==> src/rtl/mdu_pkg.sv <==
package mdu_pkg;
  localparam logic [5:0] FN_MUL  = 6'd24;
  localparam logic [5:0] FN_MULU = 6'd25;
  localparam logic [5:0] FN_DIV  = 6'd26;
  localparam logic [5:0] FN_DIVU = 6'd27;

  typedef enum logic [1:0] {
    ST_IDLE  = 2'd0,
    ST_SETUP = 2'd1,
    ST_RUN   = 2'd2
  } mdu_state_e;

  typedef struct packed {
    logic is_div;
    logic is_signed;
  } mdu_kind_t;
endpackage

==> src/rtl/mdu_mul_core.sv <==
module mdu_mul_core #(
  parameter int W = 32
) (
  input  logic           clk,
  input  logic           rst_n,
  input  logic           load,
  input  logic           step,
  input  logic [W-1:0]   mcand,
  input  logic [W-1:0]   mplier,
  output logic [2*W-1:0] prod_next
);
  logic [2*W-1:0] acc_q;
  logic [W-1:0]   mcand_q;
  logic [W:0]     sum;

  // add the multiplicand when the current multiplier bit is set, then shift right one place
  always_comb begin
    sum       = {1'b0, acc_q[2*W-1:W]} + (acc_q[0] ? {1'b0, mcand_q} : '0);
    prod_next = {sum, acc_q[W-1:1]};
  end

  always_ff @(posedge clk) begin
    if (!rst_n) begin
      acc_q   <= '0;
      mcand_q <= '0;
    end else if (load) begin
      acc_q   <= {{W{1'b0}}, mplier};
      mcand_q <= mcand;
    end else if (step) begin
      acc_q   <= prod_next;
    end
  end
endmodule

==> src/rtl/mdu_div_core.sv <==
module mdu_div_core #(
  parameter int W = 32
) (
  input  logic         clk,
  input  logic         rst_n,
  input  logic         load,
  input  logic         step,
  input  logic [W-1:0] dividend,
  input  logic [W-1:0] divisor,
  output logic [W-1:0] quo_next,
  output logic [W-1:0] rem_next
);
  logic [W-1:0] rem_q;
  logic [W-1:0] quo_q;
  logic [W-1:0] dvs_q;
  logic [W+1:0] diff;
  logic         fits;

  // trial subtraction of the divisor from the partial remainder extended by the next dividend bit
  always_comb begin
    diff     = {1'b0, rem_q, quo_q[W-1]} - {2'b00, dvs_q};
    fits     = ~diff[W+1];
    rem_next = fits ? diff[W-1:0] : {rem_q[W-2:0], quo_q[W-1]};
    quo_next = {quo_q[W-2:0], fits};
  end

  always_ff @(posedge clk) begin
    if (!rst_n) begin
      rem_q <= '0;
      quo_q <= '0;
      dvs_q <= '0;
    end else if (load) begin
      rem_q <= '0;
      quo_q <= dividend;
      dvs_q <= divisor;
    end else if (step) begin
      rem_q <= rem_next;
      quo_q <= quo_next;
    end
  end
endmodule

==> src/rtl/mdu_rdport.sv <==
module mdu_rdport #(
  parameter int W = 32
) (
  input  logic         clk,
  input  logic         rst_n,
  input  logic         busy,
  input  logic         req_valid,
  input  logic         req_hi,
  output logic         req_ready,
  input  logic [W-1:0] hi,
  input  logic [W-1:0] lo,
  output logic         rsp_valid,
  input  logic         rsp_ready,
  output logic [W-1:0] rsp_data
);
  always_comb req_ready = !busy && (!rsp_valid || rsp_ready);

  always_ff @(posedge clk) begin
    if (!rst_n) begin
      rsp_valid <= 1'b0;
      rsp_data  <= '0;
    end else if (req_valid && req_ready) begin
      rsp_valid <= 1'b1;
      rsp_data  <= req_hi ? hi : lo;
    end else if (rsp_ready) begin
      rsp_valid <= 1'b0;
    end
  end
endmodule

==> src/rtl/muldiv_unit.sv <==
module muldiv_unit
  import mdu_pkg::*;
#(
  parameter int W = 32
) (
  input  logic         clk,
  input  logic         rst_n,
  input  logic         op_valid,
  output logic         op_ready,
  input  logic [5:0]   op_fn,
  input  logic [W-1:0] op_a,
  input  logic [W-1:0] op_b,
  output logic         busy,
  output logic         done,
  output logic         ovf,
  input  logic         rd_valid,
  output logic         rd_ready,
  input  logic         rd_hi,
  output logic         rsp_valid,
  input  logic         rsp_ready,
  output logic [W-1:0] rsp_data
);
  localparam int CW = $clog2(W);
  localparam logic [CW-1:0] LAST = CW'(W - 1);
  localparam logic [W-1:0]  MIN_NEG = {1'b1, {(W-1){1'b0}}};

  mdu_state_e     st_q;
  mdu_kind_t      kind_q;
  logic [W-1:0]   a_q, b_q;
  logic [CW-1:0]  cnt_q;
  logic [W-1:0]   hi_q, lo_q;
  logic           res_neg_q, rem_neg_q, ovf_pend_q;

  logic           known_fn, take;
  logic           neg_a, neg_b;
  logic [W-1:0]   a_mag, b_mag;
  logic           load, step, last_step;
  logic [2*W-1:0] prod_next, prod_fix;
  logic [W-1:0]   quo_next, rem_next, quo_fix, rem_fix;

  always_comb begin
    op_ready  = (st_q == ST_IDLE);
    busy      = (st_q != ST_IDLE);
    known_fn  = (op_fn == FN_MUL) || (op_fn == FN_MULU) ||
                (op_fn == FN_DIV) || (op_fn == FN_DIVU);
    take      = op_valid && op_ready && known_fn;
    neg_a     = kind_q.is_signed && a_q[W-1];
    neg_b     = kind_q.is_signed && b_q[W-1];
    a_mag     = neg_a ? (~a_q + 1'b1) : a_q;
    b_mag     = neg_b ? (~b_q + 1'b1) : b_q;
    load      = (st_q == ST_SETUP);
    step      = (st_q == ST_RUN);
    last_step = step && (cnt_q == LAST);
    prod_fix  = res_neg_q ? (~prod_next + 1'b1) : prod_next;
    quo_fix   = res_neg_q ? (~quo_next + 1'b1) : quo_next;
    rem_fix   = rem_neg_q ? (~rem_next + 1'b1) : rem_next;
  end

  mdu_mul_core #(.W(W)) u_mul (
    .clk(clk), .rst_n(rst_n), .load(load), .step(step && !kind_q.is_div),
    .mcand(a_mag), .mplier(b_mag), .prod_next(prod_next)
  );

  mdu_div_core #(.W(W)) u_div (
    .clk(clk), .rst_n(rst_n), .load(load), .step(step && kind_q.is_div),
    .dividend(a_mag), .divisor(b_mag), .quo_next(quo_next), .rem_next(rem_next)
  );

  mdu_rdport #(.W(W)) u_rd (
    .clk(clk), .rst_n(rst_n), .busy(busy),
    .req_valid(rd_valid), .req_hi(rd_hi), .req_ready(rd_ready),
    .hi(hi_q), .lo(lo_q),
    .rsp_valid(rsp_valid), .rsp_ready(rsp_ready), .rsp_data(rsp_data)
  );

  always_ff @(posedge clk) begin
    if (!rst_n) begin
      st_q       <= ST_IDLE;
      kind_q     <= '0;
      a_q        <= '0;
      b_q        <= '0;
      cnt_q      <= '0;
      hi_q       <= '0;
      lo_q       <= '0;
      res_neg_q  <= 1'b0;
      rem_neg_q  <= 1'b0;
      ovf_pend_q <= 1'b0;
      done       <= 1'b0;
      ovf        <= 1'b0;
    end else begin
      done <= 1'b0;
      ovf  <= 1'b0;
      unique case (st_q)
        ST_IDLE: begin
          if (take) begin
            st_q             <= ST_SETUP;
            a_q              <= op_a;
            b_q              <= op_b;
            kind_q.is_div    <= op_fn[1];
            kind_q.is_signed <= !op_fn[0];
          end
        end
        ST_SETUP: begin
          st_q  <= ST_RUN;
          cnt_q <= '0;
          // a zero divisor keeps the all-ones quotient uncorrected
          res_neg_q  <= (neg_a ^ neg_b) && !(kind_q.is_div && b_q == '0);
          rem_neg_q  <= neg_a;
          ovf_pend_q <= kind_q.is_div && kind_q.is_signed &&
                        (a_q == MIN_NEG) && (b_q == '1);
        end
        ST_RUN: begin
          cnt_q <= cnt_q + 1'b1;
          if (last_step) begin
            st_q <= ST_IDLE;
            done <= 1'b1;
            ovf  <= ovf_pend_q;
            if (kind_q.is_div) begin
              hi_q <= rem_fix;
              lo_q <= quo_fix;
            end else begin
              hi_q <= prod_fix[2*W-1:W];
              lo_q <= prod_fix[W-1:0];
            end
          end
        end
        default: st_q <= ST_IDLE;
      endcase
    end
  end
endmodule

==> config.mk <==
export PLATFORM = sky130hd
export DESIGN_NAME = muldiv_unit
export DESIGN_NICKNAME = d
export VERILOG_FILES = /design/src/rtl/mdu_pkg.sv /design/src/rtl/mdu_mul_core.sv /design/src/rtl/mdu_div_core.sv /design/src/rtl/mdu_rdport.sv /design/src/rtl/muldiv_unit.sv
export SDC_FILE = /design/constraint.sdc
export NUM_CORES = 1
export LEC_CHECK = 0
export ABC_CLOCK_PERIOD_IN_PS = 5500
export BUFFER_PORTS_ARGS = -buffer_cell sky130_fd_sc_hd__buf_2
export CORE_MARGIN = 3
export CORE_UTILIZATION = 25
export CTS_CLUSTER_DIAMETER = 200
export DETAILED_ROUTE_END_ITERATION = 8
export PLACE_DENSITY_LB_ADDON = 0.12
export SLEW_MARGIN = 20
export SYNTH_ARGS = -nofsm -noshare
export SYNTH_HDL_FRONTEND = slang
export SYNTH_SLANG_ARGS = --single-unit
==> constraint.sdc <==
create_clock -name clk -period 5.5 [get_ports clk]
set_clock_uncertainty 0.2 [all_clocks]
set_input_delay 0.275 -clock clk [delete_from_list [all_inputs] [get_ports clk]]
set_output_delay 0.275 -clock clk [all_outputs]
set_load 0.02 [all_outputs]
==> results of run 1 <==
how the worst max path moves through the flow:
stage / to
after floorplan: hi_q[24]$_SDFFE_PN0P_
after global placement: hi_q[31]$_SDFFE_PN0P_
after detailed placement: hi_q[31]$_SDFFE_PN0P_
after CTS: hi_q[31]$_SDFFE_PN0P_
after global routing: hi_q[28]$_SDFFE_PN0P_
final: hi_q[27]$_SDFFE_PN0P_
sequential cells by signal, indices dropped and copies added, names as in the netlist, 32 cells and up:
| register | flops |
|---|---|
| u_div.dvs_q | 32 |
| b_q | 32 |
| lo_q | 32 |
| hi_q | 32 |
| a_q | 32 |
| u_div.quo_q | 32 |
| u_mul.acc_q | 64 |
| u_rd.rsp_data | 32 |
| u_div.rem_q | 32 |
| u_mul.mcand_q | 32 |
cell families after synthesis:
group | share of synthesized area
compound gates | 0.250
buf+inv | 0.0489
flops | 0.319
fa+ha+maj | 0.0425
mux | 0.0400
xor+xnor | 0.0609
simple gates | 0.239
through the flow:
step | hold slack, ps | util | area, µm²
finish | 163 | 0.301 | 27300
global route | 162 | 0.301 | 27300
CTS | 123 | 0.301 | 27300
detailed placement | 244 | 0.273 | 24700
global placement | 239 | 0.273 | 24700
floorplan | 171 | - | 23000
metal layers:
layer	vias up	wire length (µm)	global-route usage
met3	101	4540	0.0232
met2	609	39100	0.287
met5	-	0	0
met4	0	1850	0.0414
li1	11300	-	-
met1	10900	48100	0.290
synth_stat cells (all sizes together) (75+ instances only):
master	number	share of area
clkbuf	187	0.030
xnor2	95	0.036
ha	75	0.041
nor2	318	0.052
a21oi	303	0.066
a211oi	93	0.030
a31oi	84	0.023
nand2	495	0.081
dfxtp	367	0.32
inv	81	0.013
o21ai	187	0.041
area by class of cell:
type / count / share of cell area
sequential: 367 / 0.269
timing repair buffer: 242 / 0.0630
tap: 1176 / 0.0539
multi-input combinational: 2433 / 0.534
clock buffer: 67 / 0.0529
inverter: 82 / 0.0114
clock inverter: 25 / 0.0154
power breakdown:
part | total (µW) | internal (µW) | switching (µW)
clock network | 3680 | 2280 | 1400
registers | 2760 | 2700 | 50.6
logic | 1350 | 462 | 890
tightest hold or removal path, delay by kind of cell:
family	cells	cell delay, ps
buffers and inverters	2	600
AOI/OAI and AO/OA	1	50
placed cells by master, fill, tap and decap left out, drive strengths merged, types with 23 or more instances in the layout:
cell	netlist	layout
nand2	495	495
dfxtp	367	367
nor2	318	318
a21oi	303	303
o21ai	187	187
buf	24	172
xnor2	95	95
a211oi	93	93
a31oi	84	84
inv	81	84
ha	75	75
dlygate4sd3	0	70
clkbuf	187	67
mux2i	65	65
xor2	65	65
nor3	63	63
nand3	56	56
and2	54	54
o31ai	35	35
o211ai	33	33
nand4	30	30
or4	28	28
or3	26	26
nor4	23	23
repair_timing:
action / 4_1_cts / 5_1_grt
gates resized for setup: 0 / 1
hold endpoints to repair: 68 / 0
hold buffers: 70 / 0
setup endpoints to repair: 0 / 1
==> summary.txt, run 1 <==
STA
  • Final Setup Violations: 0
  • Total negative slack: 0 ps
  • Worst-Margin Slew: around 1100 ps
  • Final Hold Fails: 0
  • Relative slew slack: 0.264
  • Unrepaired setup endpoints after global routing: false
  • Final WS setup: approximately 400 ps
  • FMAX: between 0.15 and 0.2 GHz
  • Final period util: 0.925
  • Crit path time final: between 5000 and 6000 ps
  • Max Slew Vio Count: 0

Critical path
  • Crit path capture type: flip-flop
  • Critical R2R Capture: hi_q[27]$_SDFFE_PN0P_
  • Startpoint types: flip-flop
  • Worst stage delay on the critical path: about 600 ps
  • Crit path buf inv count: 1
  • Worst path required time: just under 6000 ps
  • R2R depth: 14
  • CP max stage cell: or4_1
  • Worst r2r src: u_div.quo_q[31]$_SDFFE_PN0P_
  • Cell family with most CP delay: compound AO/OA/AOI/OAI gates
  • Crit path depth: 14
  • Critical Path Source: u_div.quo_q[31]$_SDFFE_PN0P_
  • Worst-path cell chain: inv_1, ha_1, fa_1, nor2b_1, o2111ai_1, a211o_1, a21oi_1, a211oi_1, or4_1, o41ai_2, or4b_1, o31ai_1, xor2_1, o211ai_1
  • R2R setup slack: between 400 and 500 ps
  • Crit path DAT: 5380 ps
  • Path type of the worst setup path: flip-flop to flip-flop
  • Max FO, Critical Path: 5

Floorplanning
  • Row cnt: between 100 and 150
  • Initial Utilization: 0.254
  • Io pins: between 100 and 150
  • Die Y: 309 µm
  • Chip width: 309 µm
  • Core ar.: approximately 0.09 mm²
  • Die ar.: between 0.09 and 0.1 mm²

Placed design
  • I/O Buffers: approximately 110
  • HPWL after DPL: ~70000 µm
  • Placer Congestion: around 0.87
  • Placed cell count: between 4000 and 5000
  • Pre-CTS WS: about 410 ps

Logic synthesis
  • Register area share after synthesis: 0.319
  • Ys flop type: dfxtp_1
  • Post-synth EDFFs: 0
  • Cell count after synthesis: slightly above 3000
  • Synth Warn #: 0
  • Syn Nets: around 3200
  • Post-Syn Area: around 0.023 mm²
  • Fraction of registers with async set/reset: 0
  • Mean Syn Cell Area: around 7.4 µm²
  • Unique masters post-synth: 91
  • FF+latch count, synth: roughly 370

Clock tree
  • H-tree depth: 2
  • TritonCTS clock tree: built
  • CTS sink count: about 370
  • Clock tree root buffer cell: clkbuf_16
  • Setup bufs post-CTS: 0
  • Clock Latency Late Sink: between 600 and 700 ps
  • Max clock buf depth: 3
  • CTS clk-pin slew, worst paths: ~60 ps
  • Num CTS Buffers: 50

Detailed routing
  • Routed via count: ~23000
  • Number of routed nets with antenna violations: 0
  • Number of DRC markers in iteration 0: 2047
  • DRC: 0
  • Via/cell ratio: ~5.2
  • DR WL/cell: about 21 µm
  • Post-Route WL: ~94000 µm
  • DR pass1 iterations: 6

Cells and area
  • Share of layout cells above drive strength 1: 0.100
  • Fillers: 9822
  • Syn-to-layout area delta: 18.7%
  • Post-Layout Cell Count: roughly 4400
  • Layout Nets: ~3300
  • Storage cell area: about 0.0074 mm²
  • Diodes inserted: 0
  • Area of the multi-input gates: ~0.015 mm²

Hold path
  • Worst hold path class: input pin to flip-flop
  • Hold Path Sink: kind_q[0]$_SDFFE_PN0P_
  • HP Start: op_fn[0]
  • Hold Path Stages: 3

Power
  • PD cells: ~280 mW/mm²
  • Leak pwr: 0.0102 µW
  • VDD IR-drop max: around 0.18 mV
  • Total power: between 7000 and 8000 µW

Global route
  • Vias in the first global route: around 22000
  • GRT Util Overall: 0.191
  • Largest net degree at the start of global routing: 95
  • Global-route wire length before repair: 141000 µm
  • Initial antenna violation count: 1
  • GR Overflow Total: 0

Outcome
  • Status: completed

Job
  • Max-cap viol count: 0
(Power assumes the default switching activity.)
==> run 2: changes to the inputs <==
- ABC_AREA: not set -> 1
==> run 2 against run 1 <==
Compared with the run above: global-route usage is 0.59 points higher; die area is 6.0% higher; via count is 12% higher; clock power is 11% lower; combinational power grew to 3.3 times the previous value; final cell count is 21% higher; sequential cell count stayed put; worst hold slack worse by 140 ps.
==> summary.txt, run 2 <==
Logic synthesis
  • Yosys top cell by area: dfxtp_1
  • Mean Syn Cell Area: 6.22 µm² (-16%)
  • Unique masters post-synth: 55 (-40%)
  • Synth Warn #: 0 (unchanged)
  • Post-synth EDFFs: 0 (unchanged)
  • Cell count after synthesis: 3927 (+27%)
  • Synth top area share: 0.301 (-0.0185)
  • Post-Syn Area: 0.0244 mm² (+6.2%)
  • Register area share after synthesis: 0.301 (-0.0185)
  • FF+latch count, synth: 367 (unchanged)
  • Top cells by area, synth: dfxtp_1, nand2_1, inv_1
  • Ys flop type: dfxtp_1
  • Fraction of registers with async set/reset: 0 (unchanged)
  • Post-synth top cells: nand2_1, inv_1, o21ai_0
  • Most numerous cell in the Yosys netlist: nand2_1
  • Syn Nets: 4080 (+26%)

Global route
  • Vias in the first global route: 24300 (+13%)
  • Global-route wire length before repair: 154000 µm (+9.7%)
  • GRT Util Overall: 0.197 (+0.00585)
  • Largest net degree at the start of global routing: 186 (+96%)
  • Initial antenna violation count: 0 (-1)
  • GR Overflow Total: 0 (unchanged)

Floorplanning
  • Core ar.: 0.0969 mm² (+6.8%)
  • Die ar.: 0.102 mm² (+6.0%)
  • Chip width: 319 µm (+3.0%)
  • Row cnt: 114 (+3.6%)
  • Io pins: 114 (unchanged)
  • Die Y: 319 µm (+3.0%)
  • Initial Utilization: 0.252 (-0.00146)

Detailed routing
  • Via/cell ratio: 4.81 (-7.7%)
  • Detail Route met2 WL: 44900 µm (+15%)
  • Number of routed nets with antenna violations: 0 (unchanged)
  • DR pass1 iterations: 7 (+1)
  • Routed via count: 25600 (+12%)
  • DR WL/cell: 19.3 µm (-9.3%)
  • Met1 WL: 51600 µm (+7.3%)
  • DRC: 0 (unchanged)
  • Post-Route WL: 103000 µm (+10%)
  • Met3 WL: 4790 µm (+5.5%)
  • Number of DRC markers in iteration 0: 1903 (-7.0%)
  • Highest Signal Layer: met4

STA
  • Final Setup Violations: 0 (unchanged)
  • Final WS setup: 1090 ps (+683 ps)
  • Final Hold Fails: 0 (unchanged)
  • Worst-Margin Slew: 1060 ps (-45.7 ps)
  • Total negative slack: 0 ps (unchanged)
  • Unrepaired setup endpoints after global routing: false
  • Relative slew slack: 0.295 (+0.0304)
  • Final period util: 0.801 (-0.124)
  • Crit path time final: 4410 ps (-683 ps)
  • FMAX: 0.227 GHz (+15%)
  • Max Slew Vio Count: 0 (unchanged)

Cells and area
  • Storage cell area: 0.00735 mm² (about the same)
  • Max reg flops: 64 (unchanged)
  • Final instance area: 0.0284 mm² (+4.1%)
  • Biggest register: u_mul.acc_q
  • Layout Nets: 4165 (+25%)
  • Core Util, Final: 0.294 (-0.00754)
  • Share of layout cells above drive strength 1: 0.0817 (-0.0187)
  • Commonest non-fill, non-tap cells in the layout: nand2_1, inv_1, o21ai_0
  • Area of the multi-input gates: 0.0142 mm² (-2.8%)
  • Commonest non-fill, non-tap cell in the layout: nand2_1
  • Syn-to-layout area delta: 16.4%
  • Fillers: 10900 (+11%)
  • Post-Layout Cell Count: 5327 (+21%)

Clock tree
  • Max clock buf depth: 3 (unchanged)
  • CTS clk-pin slew, worst paths: 60 ps (about the same)
  • CTS resizes: 0 (unchanged)
  • CTS sink count: 367 (unchanged)
  • H-tree depth: 2 (unchanged)
  • Clock tree root buffer cell: clkbuf_16
  • TritonCTS clock tree: built
  • Num CTS Buffers: 48 (-4.0%)
  • Clock Latency Late Sink: 620 ps (about the same)

Hold path
  • HP Start: rd_valid
  • Hold Path Sink: u_rd.rsp_data[24]$_SDFFE_PN0P_
  • Worst hold path class: input pin to flip-flop
  • Hold Path Stages: 4 (+1)

Power
  • Switching Fraction: 0.440 (+0.140)
  • Gate power share: 0.406 (+0.232)
  • P_int: 6180 µW (+13%)
  • Flop pwr share: 0.298 (-0.056)
  • VDD IR-drop max: 0.280 mV (+56%)
  • Switching pwr: 4860 µW (+110%)
  • Clock share of power: 0.296 (-0.176)
  • PD cells: 388 mW/mm² (+36%)
  • Leak pwr: 0.0133 µW (+31%)

Critical path
  • R2R depth: 27 (+13)
  • Crit path DAT: 4770 ps (-610 ps)
  • R2R setup slack: 1090 ps (+680 ps)
  • Path type of the worst setup path: flip-flop to flip-flop
  • Worst path required time: 5860 ps (+70 ps)
  • Worst r2r src: u_div.rem_q[7]$_SDFFE_PP0P_
  • Critical R2R Capture: lo_q[30]$_SDFFE_PN0P_
  • Max FO, Critical Path: 9 (+4)
  • Crit path capture type: flip-flop
  • Startpoint types: flip-flop

Placed design
  • I/O Buffers: 113 (unchanged)
  • Placed cell count: 5170 (+22%)
  • Pre-CTS WS: 1130 ps (+720 ps)
  • HPWL after DPL: 78600 µm (+10%)
  • Cell Area, Placed: 0.0261 mm² (+5.7%)
  • Placer Congestion: 0.856 (-2.0%)

Outcome
  • Status: completed

Job
  • Max-cap viol count: 0 (unchanged)
[run 2: worst max-delay path: stages (launching register included)]
cell     delay [ps]
dfxtp_1         400
ha_1            320
nand2_2         140
inv_1            50
nand2_1          50
nand2_1          90
inv_2            80
nand3_4         100
nand2_4          90
nand2_4          60
nand2_4          70
nand2_4          40
inv_2           280
ha_1            240
nand3_1         130
nor3_2          190
nand3_1         150
nor3_1          290
nand2_1          90
nand2_1         100
o21ai_0         160
nor2_1          190
o21ai_0         160
a21oi_1         230
o21ai_0          90
a21oi_1         170
nor3_1           60
nor2_1          100
[run 2: layer usage]
layer / vias to the layer above / global-route usage
met5: - / 0
met2: 627 / 0.313
met1: 11800 / 0.289
met4: 0 / 0.0360
li1: 13100 / -
met3: 90 / 0.0213
[run 2: area by class of cell]
| cell class | instances | share of cell area |
|---|---|---|
| sequential | 367 | 0.258 |
| antenna | 1 | 0.0000880 |
| timing repair buffer | 209 | 0.0517 |
| multi-input combinational | 2796 | 0.499 |
| inverter | 590 | 0.0779 |
| tap | 1276 | 0.0561 |
| clock buffer | 75 | 0.0518 |
| clock inverter | 13 | 0.00510 |
[run 2: timing repair]
action	in CTS	in global routing
setup buffers	0	0
endpoints found under the hold margin	76	0
hold buffers	68	0
[run 2: worst max path at each step]
stage | start | to | slack [ps] | cells after the start
floorplan | u_div.dvs_q[8]$_SDFFE_PN0P_ | lo_q[28]$_SDFFE_PN0P_ | 1930 | 29
global placement | u_mul.acc_q[0]$_SDFFE_PN0P_ | hi_q[15]$_SDFFE_PN0P_ | 1190 | 21
detailed placement | u_div.rem_q[7]$_SDFFE_PP0P_ | lo_q[30]$_SDFFE_PN0P_ | 1130 | 27
CTS | u_div.rem_q[7]$_SDFFE_PP0P_ | lo_q[30]$_SDFFE_PN0P_ | 1110 | 27
global route | u_div.rem_q[7]$_SDFFE_PP0P_ | lo_q[30]$_SDFFE_PN0P_ | 530 | 27
finish | u_div.rem_q[7]$_SDFFE_PP0P_ | lo_q[30]$_SDFFE_PN0P_ | 1090 | 27
[run 2: cell families after synthesis]
| group | share of synthesized area |
|---|---|
| DFF | 0.301 |
| buffers and inverters | 0.120 |
| AOI/OAI and AO/OA | 0.221 |
| and+or+nand+nor | 0.296 |
| xor gates and xnor gates | 0.0132 |
| adders and majority gates | 0.0400 |
| muxes | 0.00901 |
[run 2: power groups by stage]
stage	clock, µW	combinational, µW	sequential [µW]
6_report	3270	4480	3280
5_1_grt	3450	5030	3320
4_1_cts	3370	4480	3280
3_5_place_dp	0	4430	3340
3_3_place_gp	0	4450	3340
2_1_floorplan	0	3100	3250
[run 2: stage by stage]
stage,hold slack (ps),power (µW)
after global routing,48.3,11800
after detailed placement,243,7760
after CTS,1.84,11100
final,22.0,11000
after floorplan,165,6350
after global placement,243,7800
==> run 3: changes to the inputs <==
- ABC_CLOCK_PERIOD_IN_PS: 5500 -> 4000
- clock period: 5.5 -> 4 ns (I/O delays scaled with it)
==> run 3 against run 2 <==
Compared with the run above: fmax grew 19%; routed wire length rose by 2.6%; power grew 44%; register-to-register slack lost 810 ps; design area increased by 6.2%; final cell count increased by 2.8%.
==> summary.txt, run 3 (same netlist as run 2, synthesis figures left out) <==
Critical path
  • Worst path required time: 4300 ps (-1560 ps)
  • Critical Path Source: u_mul.mcand_q[0]$_SDFFE_PN0P_
  • Startpoint types: flip-flop
  • CP max stage cell: fa_1
  • Worst r2r src: u_mul.mcand_q[0]$_SDFFE_PN0P_
  • Path type of the worst setup path: flip-flop to flip-flop
  • Worst-path cell chain: nand2_1, inv_1, ha_1, inv_1, fa_1, inv_1, nand2_1, o21ai_2, nand2_1, nand2_1, nand2_1, nand2_1, xnor2_1, nand2_1, nor2_1, buf_4, nand3b_1, nand2_1, nand2_1, a31oi_1, buf_4, a21oi_1
  • Most used cell, CP: nand2_1
  • Crit path DAT: 4010 ps (-760 ps)
  • Crit path capture type: flip-flop
  • Worst stage delay on the critical path: 420 ps (+20 ps)
  • Max FO, Critical Path: 4 (-5)

STA
  • Final Hold Fails: 0 (unchanged)
  • Crit path time final: 3710 ps (-694 ps)
  • Final period util: 0.928 (+0.127)
  • Final Setup Violations: 0 (unchanged)
  • Worst-Margin Slew: 1120 ps (+61.5 ps)
  • Max Slew Vio Count: 0 (unchanged)
  • Relative slew slack: 0.246 (-0.0489)
  • FMAX: 0.269 GHz (+19%)
  • WHS: 89.4 ps (+67.4 ps)

Clock tree
  • TritonCTS clock tree: built
  • Num CTS Buffers: 47 (-2.1%)
  • CTS clk-pin slew, worst paths: 60 ps (about the same)
  • Clock tree root buffer cell: clkbuf_16
  • H-tree depth: 2 (unchanged)
  • CTS sink count: 367 (unchanged)
  • Clock Latency Late Sink: 630 ps (about the same)
  • Max clock buf depth: 3 (unchanged)

Floorplanning
  • Die Y: 319 µm (unchanged)
  • Chip width: 319 µm (unchanged)
  • Io pins: 114 (unchanged)
  • Core ar.: 0.0969 mm² (unchanged)
  • Die ar.: 0.102 mm² (unchanged)
  • Row cnt: 114 (unchanged)
  • Initial Utilization: 0.252 (unchanged)

Detailed routing
  • Routed via count: 26300 (+2.7%)
  • Post-Route WL: 106000 µm (+2.6%)
  • DR pass1 iterations: 6 (-1)
  • Via/cell ratio: 4.80 (-0.15%)
  • DR WL/cell: 19.3 µm (-0.24%)
  • Number of routed nets with antenna violations: 0 (unchanged)
  • Number of DRC markers in iteration 0: 2148 (+13%)
  • DRC: 0 (unchanged)

Cells and area
  • Share of layout cells above drive strength 1: 0.136 (+0.0545)
  • Commonest non-fill, non-tap cell in the layout: nand2_1
  • Biggest register: u_mul.acc_q
  • Syn-to-layout area delta: 23.5%
  • Layout Nets: 4319 (+3.7%)
  • Final instance area: 0.0302 mm² (+6.2%)
  • Max reg flops: 64 (unchanged)
  • Commonest non-fill, non-tap cells in the layout: nand2_1, inv_1, o21ai_0

Power
  • Total power: 15900 µW (+44%)
  • PD cells: 528 mW/mm² (+36%)
  • VDD IR-drop max: 0.298 mV (+6.3%)
  • Flop pwr share: 0.285 (-0.013)
  • Clock share of power: 0.289 (-0.007)
  • Leak pwr: 0.0140 µW (+5.9%)
  • Switching pwr: 6910 µW (+42%)
  • Switching Fraction: 0.434 (-0.00637)
  • P_int: 9020 µW (+46%)
  • Gate power share: 0.426 (+0.020)

Global route
  • Global-route wire length before repair: 159000 µm (+2.9%)
  • Largest net degree at the start of global routing: 141 (-24%)
  • Vias in the first global route: 25000 (+2.9%)
  • GRT Util Overall: 0.202 (+0.00553)
  • GR Overflow Total: 0 (unchanged)
  • Initial antenna violation count: 4 (+4)

Placed design
  • HPWL after DPL: 81000 µm (+3.1%)
  • I/O Buffers: 113 (unchanged)
  • Placer Congestion: 0.855 (about the same)
  • Cell Area, Placed: 0.0273 mm² (+4.4%)

Hold path
  • HP Start: op_fn[0]
  • Worst hold path class: input pin to flip-flop

Outcome
  • Status: completed

Job
  • Max-cap viol count: 0 (unchanged)
[run 3: changes by cell type in the layout (fill, tap and decap cells not counted), moves of 7 or more]
cell / delta
nand2_1: -25
inv_2: +10
clkbuf_8: -9
dfxtp_2: +12
dfxtp_1: -12
nor2_1: -9
nor2_2: +7
ha_4: +19
buf_4: +146
inv_1: -11
o21ai_0: -8
nand2_2: +24
buf_12: +7
ha_1: -21
[run 3: cell type report]
class                      instances  area, µm²
tap                             1276       1600
timing repair buffer             364       2730
clock buffer                      66       1350
clock inverter                    17        283
multi-input combinational       2796      14700
sequential                       367       7360
fill                           10800      66700
inverter                         590       2220
antenna                            1       2.50
[run 3: routing by layer]
layer	track usage	vias up	wire, µm
met2	0.313	634	45300
met1	0.300	12200	53300
met4	0.0403	2	1840
met5	0	-	13
li1	-	13400	-
met3	0.0254	100	5170
[run 3: final timing paths]
kind                                          to  slack (ps)  depth (start not counted)
hold / removal            kind_q[0]$_SDFFE_PN0P_          90                          3
hold reg to reg   u_mul.mcand_q[25]$_SDFFE_PN0P_         260                          2
setup reg to reg           hi_q[17]$_SDFFE_PN0P_         290                         22
setup / recovery           hi_q[17]$_SDFFE_PN0P_         290                         22
[run 3: timing repair]
item                                   in CTS  in global routing
setup buffers                               0                 10
setup endpoints to repair                   0                 27
endpoints found under the hold margin     121                  0
gates resized for setup                     0                118
hold buffers                               70                  0
[run 3: through the flow]
stage	util	worst slack (ps)	TNS, ps	std cells
floorplan	-	431	0	3927
global placement	0.282	83.4	0	5313
CTS	0.306	41.2	0	5466
finish	0.312	288	0	5477
detailed placement	0.282	86.4	0	5313
global route	0.312	-47.5	-76.9	5476
[run 3: power groups by stage]
stage	clock network (µW)	registers [µW]	logic [µW]
CTS	4730	4520	6610
global placement	0	4610	6550
finish	4600	4530	6790
detailed placement	0	4600	6530
global route	4840	4580	7580
floorplan	0	4470	4260
[run 3: worst max-delay path, delay by kind of cell (launching register included)]
| family | cells | cell delay (ps) |
|---|---|---|
| XOR/XNOR | 1 | 160 |
| buffers and inverters | 5 | 540 |
| AND/OR/NAND/NOR | 11 | 1250 |
| adder cells (fa/ha/maj) | 2 | 610 |
| flip-flops | 1 | 370 |
| AO/OA/AOI/OAI | 3 | 430 |
